File: config.mk
export PLATFORM = sky130hd
export DESIGN_NAME = pwm_phase_timer
export DESIGN_NICKNAME = d
export VERILOG_FILES = /design/src/rtl/pwm_timer_pkg.sv /design/src/rtl/pwm_prescaler.sv /design/src/rtl/pwm_count_core.sv /design/src/rtl/pwm_wave_flags.sv /design/src/rtl/pwm_phase_timer.sv
export SDC_FILE = /design/constraint.sdc
export NUM_CORES = 1
export LEC_CHECK = 0
export CORE_AREA = 2 2 71 73
export DETAILED_ROUTE_END_ITERATION = 10
export DIE_AREA = 0 0 73 75
export GPL_ROUTABILITY_DRIVEN = 0
export PLACE_DENSITY = 0.81
export SLEW_MARGIN = 25
export SYNTH_ARGS = -nofsm -noshare
export SYNTH_HDL_FRONTEND = slang
export SYNTH_HIERARCHICAL = 1
export SYNTH_SLANG_ARGS = --single-unit
File: constraint.sdc
create_clock -name clk -period 6.1 [get_ports clk]
set_clock_uncertainty 0.05 [all_clocks]
set_input_delay 1.83 -clock clk [delete_from_list [all_inputs] [get_ports clk]]
set_output_delay 1.83 -clock clk [all_outputs]
set_load 0.05 [all_outputs]
File: src/rtl/pwm_timer_pkg.sv
package pwm_timer_pkg;

    // Counting modes
    typedef enum logic [1:0] {
        MODE_FREE = 2'b00,
        MODE_CTC  = 2'b01,
        MODE_PC   = 2'b10,
        MODE_RSVD = 2'b11
    } tmode_e;

    // Direction state of the phase-correct counter
    typedef enum logic {
        ST_RISE = 1'b0,
        ST_FALL = 1'b1
    } dir_e;

    // Width of the free-running prescaler counter (largest ratio 2**10)
    localparam int PRE_W = 10;

    // log2 of the divide ratio for each select code; code 0 is unused (stopped)
    function automatic int unsigned div_shift(input logic [2:0] sel);
        int unsigned sh;
        unique case (sel)
            3'd2:    sh = 3;
            3'd3:    sh = 5;
            3'd4:    sh = 6;
            3'd5:    sh = 7;
            3'd6:    sh = 8;
            3'd7:    sh = 10;
            default: sh = 0;
        endcase
        return sh;
    endfunction

endpackage

File: src/rtl/pwm_prescaler.sv
module pwm_prescaler
    import pwm_timer_pkg::*;
(
    input  logic       clk,
    input  logic       rst_n,
    input  logic [2:0] sel,
    output logic       tick
);
    logic [PRE_W-1:0] pre_q;
    logic [PRE_W-1:0] mask;

    always_ff @(posedge clk) begin
        if (!rst_n) pre_q <= '0;
        else        pre_q <= pre_q + 1'b1;
    end

    always_comb begin
        mask = PRE_W'((1 << div_shift(sel)) - 1);
        tick = (sel != 3'd0) && ((pre_q & mask) == mask);
    end
endmodule

File: src/rtl/pwm_count_core.sv
module pwm_count_core
    import pwm_timer_pkg::*;
#(
    parameter int CW = 8
) (
    input  logic          clk,
    input  logic          rst_n,
    input  logic          tick,
    input  logic [1:0]    mode,
    input  logic [CW-1:0] cmp_val,
    output logic [CW-1:0] cnt_q,
    output logic [CW-1:0] cnt_d,
    output logic [CW-1:0] ocr_nxt,
    output logic          is_pc,
    output logic          ovf_evt,
    output logic          cmp_evt
);
    localparam logic [CW-1:0] CNT_TOP  = '1;
    localparam logic [CW-1:0] CNT_TURN = CNT_TOP - CW'(1);
    localparam logic [CW-1:0] CNT_ONE  = CW'(1);

    dir_e          dir_q, dir_d;
    logic [CW-1:0] ocr_q;
    logic [CW-1:0] ocr_act;
    logic          pc_live_q;
    logic          top_load;
    logic          load_any;

    // State register
    always_ff @(posedge clk) begin
        if (!rst_n) begin
            dir_q     <= ST_RISE;
            cnt_q     <= '0;
            ocr_q     <= '0;
            pc_live_q <= 1'b0;
        end else begin
            dir_q     <= dir_d;
            cnt_q     <= cnt_d;
            pc_live_q <= is_pc;
            if (load_any) ocr_q <= cmp_val;
        end
    end

    // Next state and events
    always_comb begin
        is_pc    = (tmode_e'(mode) == MODE_PC);
        ocr_act  = (is_pc && pc_live_q) ? ocr_q : cmp_val;
        dir_d    = dir_q;
        cnt_d    = cnt_q;
        ovf_evt  = 1'b0;
        cmp_evt  = 1'b0;
        top_load = 1'b0;
        if (!is_pc) dir_d = ST_RISE;              // leave-pwm
        if (tick) begin
            cmp_evt = (cnt_q == ocr_act);
            unique case (tmode_e'(mode))
                MODE_CTC: begin
                    cnt_d   = cmp_evt ? '0 : cnt_q + CNT_ONE;
                    ovf_evt = (cnt_q == CNT_TOP);
                end
                MODE_PC: begin
                    unique case (dir_q)
                        ST_RISE: begin
                            if (cnt_q == CNT_TOP) begin
                                cnt_d = CNT_TURN;
                                dir_d = ST_FALL;      // turn-at-top
                            end else begin
                                cnt_d    = cnt_q + CNT_ONE;
                                top_load = (cnt_q == CNT_TURN);
                            end
                        end
                        ST_FALL: begin
                            if (cnt_q == '0) begin
                                cnt_d = CNT_ONE;
                                dir_d = ST_RISE;      // turn-at-bottom
                            end else begin
                                cnt_d   = cnt_q - CNT_ONE;
                                ovf_evt = (cnt_q == CNT_ONE);
                            end
                        end
                        default: cnt_d = cnt_q;
                    endcase
                end
                default: begin
                    cnt_d   = cnt_q + CNT_ONE;
                    ovf_evt = (cnt_q == CNT_TOP);
                end
            endcase
        end
        load_any = !is_pc || !pc_live_q || top_load;
        ocr_nxt  = load_any ? cmp_val : ocr_q;
    end
endmodule

File: src/rtl/pwm_wave_flags.sv
module pwm_wave_flags #(
    parameter int CW = 8
) (
    input  logic          clk,
    input  logic          rst_n,
    input  logic          tick,
    input  logic          is_pc,
    input  logic          inv_out,
    input  logic [CW-1:0] cnt_d,
    input  logic [CW-1:0] ocr_nxt,
    input  logic          ovf_evt,
    input  logic          cmp_evt,
    input  logic          ovf_clr,
    input  logic          cmp_clr,
    output logic          wave,
    output logic          ovf_flag,
    output logic          cmp_flag
);
    localparam logic [CW-1:0] CNT_TOP = '1;

    logic pc_level;

    always_comb begin
        pc_level = (ocr_nxt == CNT_TOP) || (cnt_d < ocr_nxt);
    end

    always_ff @(posedge clk) begin
        if (!rst_n) begin
            wave     <= 1'b0;
            ovf_flag <= 1'b0;
            cmp_flag <= 1'b0;
        end else begin
            if (tick) begin
                if (is_pc)        wave <= pc_level ^ inv_out;
                else if (cmp_evt) wave <= ~wave;
            end
            ovf_flag <= ovf_evt | (ovf_flag & ~ovf_clr);
            cmp_flag <= cmp_evt | (cmp_flag & ~cmp_clr);
        end
    end
endmodule

File: src/rtl/pwm_phase_timer.sv
module pwm_phase_timer #(
    parameter int CW = 8
) (
    input  logic          clk,
    input  logic          rst_n,
    input  logic [1:0]    mode,
    input  logic          inv_out,
    input  logic [2:0]    pre_sel,
    input  logic [CW-1:0] cmp_val,
    input  logic          ovf_clr,
    input  logic          cmp_clr,
    output logic [CW-1:0] count,
    output logic          wave,
    output logic          ovf_flag,
    output logic          cmp_flag
);
    logic          tick;
    logic [CW-1:0] cnt_d;
    logic [CW-1:0] ocr_nxt;
    logic          is_pc;
    logic          ovf_evt;
    logic          cmp_evt;

    pwm_prescaler u_pre (
        .clk   (clk),
        .rst_n (rst_n),
        .sel   (pre_sel),
        .tick  (tick)
    );

    pwm_count_core #(.CW(CW)) u_core (
        .clk     (clk),
        .rst_n   (rst_n),
        .tick    (tick),
        .mode    (mode),
        .cmp_val (cmp_val),
        .cnt_q   (count),
        .cnt_d   (cnt_d),
        .ocr_nxt (ocr_nxt),
        .is_pc   (is_pc),
        .ovf_evt (ovf_evt),
        .cmp_evt (cmp_evt)
    );

    pwm_wave_flags #(.CW(CW)) u_out (
        .clk      (clk),
        .rst_n    (rst_n),
        .tick     (tick),
        .is_pc    (is_pc),
        .inv_out  (inv_out),
        .cnt_d    (cnt_d),
        .ocr_nxt  (ocr_nxt),
        .ovf_evt  (ovf_evt),
        .cmp_evt  (cmp_evt),
        .ovf_clr  (ovf_clr),
        .cmp_clr  (cmp_clr),
        .wave     (wave),
        .ovf_flag (ovf_flag),
        .cmp_flag (cmp_flag)
    );
endmodule

==> metrics.yaml, run 1 <==
outcome: "finished, final reports clean"
grt_use_met3_pct: 4.552
crit_required_ns: 6.24
crit_path_end_kind: "flop"
seq_power_share_pct: 46.4
setup_ws_ns: 0.4718
fillers: 405
syn_nets: 345
met1_usage_pct: 33.61
dr_total_vias: 2468
post-synth-top-area-cell: "dfxtp_1"
fin_nets: 369
die_area_sq_um: 5475
routed_wl_um: 6472
synth_top_area_share_pct: 23.89
place_ws_ns: 0.2516
antenna_cells: 0
cts_tree: "built"
grt_pass1_wl_um: 10850
hpwlAfterDp_um: 4739
crit_fanout: 6
internal-power_w: 0.0003352
area_growth_pct: 14.60
ys_types: 65
rsz0062_at_grt: "false"
synth_commonest_cells: "dfxtp_1, inv_1, nand2_1"
switchingPower_w: 0.0001312
worst_path_max_delay_cell: "a2111oi_4"
drc: 0
antenna_found_initial: 0
core-area_sq_um: 4661
die_w_um: 73
worst-setup-path-type: "input port to flop"
via_per_inst: 6.344
tns_ns: 0
setup_viol: 0
powerDensity_nw_per_um2: 156.7
dr.pass1.iters: 5
grt_pass1_vias: 2321
netlist_top_cells_area: "dfxtp_1, ha_1, xor2_1, and2_1, inv_1"
cts_hold_buffers: 0
synth_seq_cells: 31
ys_warn_count: 6
cpPeakStageDelay_ns: 0.55
initial_core_util_pct: 55.73
wl_per_cell_um: 16.64
period_share_pct: 92.27
drive_gt1_share_pct: 11.34
portBuffers: 28
start_kind: "input port"
grt_max_degree: 25
timing.slew.headroom_pct: 47.81
boundaryPins: 29
min_path_type: "flop to flop"
postCtsSetupBuffers: 0
peakVddDrop_uv: 79.50
crit_arrival_ns: 5.76
maxCapViolations: 0
grt_use_met2_pct: 41.04
syn_inst: 311
cts-root-buf: "clkbuf_8"
grt_busiest_layer: "met2"
whs_ns: 0.4373
pwr-share-clk_pct: 35.5
p_leak_nw: 1.253
r2r_slack_ns: 2.48
clk_latency_ns: 0.29
clockBufferDepth: 2
synth_most_common_cell: "dfxtp_1"
postRouteAntennaNets: 0
syn_area_sq_um: 2597
clk_pin_slew_ns: 0.07
ys_seq_area_share_pct: 23.89
hold_viol_final: 0
track_usage_pct: 25.60
final_core_util_pct: 63.87
max_freq_ghz: 0.1777
cts_made_buffers: 5
worstMarginPinSlew_ns: 0.7818
final-max-slew-violation-count: 0
drt_iter0_drc: 216
synth_ff_type: "dfxtp_1"
synth.avg_cell_area_sq_um: 8.352
async_reset_ff_share_pct: 0
p_sw_share_pct: 28.13
dieHeight_um: 75
ctsResizeCount: 0
synth_edf_count: 0
post-route-min-period_ns: 5.628
clock_sinks: 31
combPwrFrac_pct: 18.1
htreeDepth: 2
rows: 25
crit_path_cell_trace: "clkdlybuf4s50_1 -> nor2_4 -> inv_1 -> ha_1 -> inv_1 -> o22ai_1 -> a21boi_0 -> a2111oi_4 -> nand2_1 -> o211ai_1 -> nand2_1 -> o32ai_1 -> a21oi_1 -> ha_1 -> a41o_2 -> a311oi_1 -> and3b_1"
gr-total-overflow: 0
## cells in the final DEF, fill, tap and decap left out, types with 2 or more instances in the layout
| cell | n |
|---|---|
| inv_1 | 27 |
| o21ai_0 | 9 |
| mux2i_1 | 6 |
| a311oi_1 | 3 |
| o211ai_1 | 4 |
| o221ai_1 | 2 |
| o21ai_1 | 3 |
| and3_1 | 5 |
| nor3b_1 | 2 |
| nor2b_1 | 7 |
| and4_1 | 2 |
| a31oi_1 | 4 |
| a21boi_0 | 4 |
| nand4_1 | 6 |
| ha_1 | 16 |
| a211oi_1 | 8 |
| o221ai_2 | 2 |
| nor4_1 | 5 |
| buf_4 | 3 |
| o21a_1 | 5 |
| a21oi_1 | 12 |
| dfxtp_1 | 31 |
| nor4_2 | 3 |
| nor2_1 | 15 |
| clkbuf_8 | 6 |
| nand3_1 | 8 |
| mux2_2 | 8 |
| and2_1 | 19 |
| clkdlybuf4s50_1 | 28 |
| nand2_1 | 23 |
| xnor2_1 | 4 |
| a211o_1 | 2 |
| xor2_1 | 15 |
| nand2b_1 | 2 |
| o22ai_1 | 6 |
## final timing paths
path,endpoint,cells after the start,startpoint
setup / recovery,u_out/wave,17,pre_sel[2]
hold / removal,u_pre/pre_q[0],1,u_pre/pre_q[0]
setup reg to reg,u_out/wave,12,u_core/cnt_q[0]
hold reg to reg,u_pre/pre_q[0],1,u_pre/pre_q[0]
## final cells by class
class	instances	area (sq um)	area share [%]
flip-flops and latches	31	620.6	20.85
well taps	54	67.56	2.270
multi-input cells	239	1797	60.36
repair buffers	31	302.8	10.17
inverters	27	101.3	3.405
clock inverters	1	5.005	0.1681
clock buffers	6	82.58	2.774
## sequential cells by signal, indices dropped and copies added, names as in the netlist
signal,flops
u_out/wave,1
u_out/ovf_flag,1
u_core/dir_q,1
u_out/cmp_flag,1
u_core/pc_live_q,1
u_core/cnt_q,8
u_core/ocr_q,8
u_pre/pre_q,10
## through the flow
step	std cells	instance area, sq um	total power, W
floorplan	311	2597	0.0002738
global placement	382	2889	0.0003015
detailed placement	382	2889	0.0003039
CTS	389	2977	0.0004682
global route	389	2977	0.0004896
finish	389	2977	0.0004665
## layer usage
metal | wire length (um) | part of all wire [%] | up-vias
li1 | - | - | 1174
met1 | 2875 | 44 | 1172
met2 | 3066 | 47 | 109
met3 | 410 | 6.3 | 13
met4 | 119 | 1.8 | 0
met5 | 0 | 0 | -
## critical path: cells and delay by family
kind                     cells  cell delay (ns)
AO/OA/AOI/OAI                8             1.93
adder cells (fa/ha/maj)      2             0.55
AND/OR/NAND/NOR              4             0.76
buffers and inverters        3             0.67
## kinds of logic (layout without fill, tap and decap cells)
logic type	count (synthesis)	after routing	synth area share, %
AOI/OAI and AO/OA	81	81	24.42
and+or+nand+nor	108	108	24.23
adders and majority gates	16	16	7.707
DFF	31	31	23.89
muxes	14	14	5.781
buffers and inverters	41	65	7.418
other	1	1	0.1444
xor gates and xnor gates	19	19	6.407
## power groups by stage
stage,clock network [W],registers (W),logic (W)
floorplan,0,0.000220,0.0000535
global placement,0,0.000221,0.0000806
detailed placement,0,0.000221,0.0000829
CTS,0.000168,0.000216,0.0000833
global route,0.000179,0.000218,0.0000931
finish,0.000165,0.000217,0.0000844
Power figures use the tool's default switching activity.
==> inputs of run 2 (changes only) <==
--- a/config.mk
+++ b/config.mk
@@ -6,6 +6,7 @@
 export NUM_CORES = 1
 export LEC_CHECK = 0
 export CORE_AREA = 2 2 71 73
+export CTS_CLUSTER_SIZE = 28
 export DETAILED_ROUTE_END_ITERATION = 10
 export DIE_AREA = 0 0 73 75
 export GPL_ROUTABILITY_DRIVEN = 0
==> results of run 2 <==
The final DEF is identical to that of run 1; final timing and power are the same.
==> inputs of run 3 (changes only) <==
--- a/config.mk
+++ b/config.mk
@@ -11,6 +11,7 @@
 export DIE_AREA = 0 0 73 75
 export GPL_ROUTABILITY_DRIVEN = 0
 export PLACE_DENSITY = 0.81
+export SKIP_CTS_REPAIR_TIMING = 1
 export SLEW_MARGIN = 25
 export SYNTH_ARGS = -nofsm -noshare
 export SYNTH_HDL_FRONTEND = slang
==> results of run 3 <==
The final DEF is identical to that of run 1; final timing and power are the same.
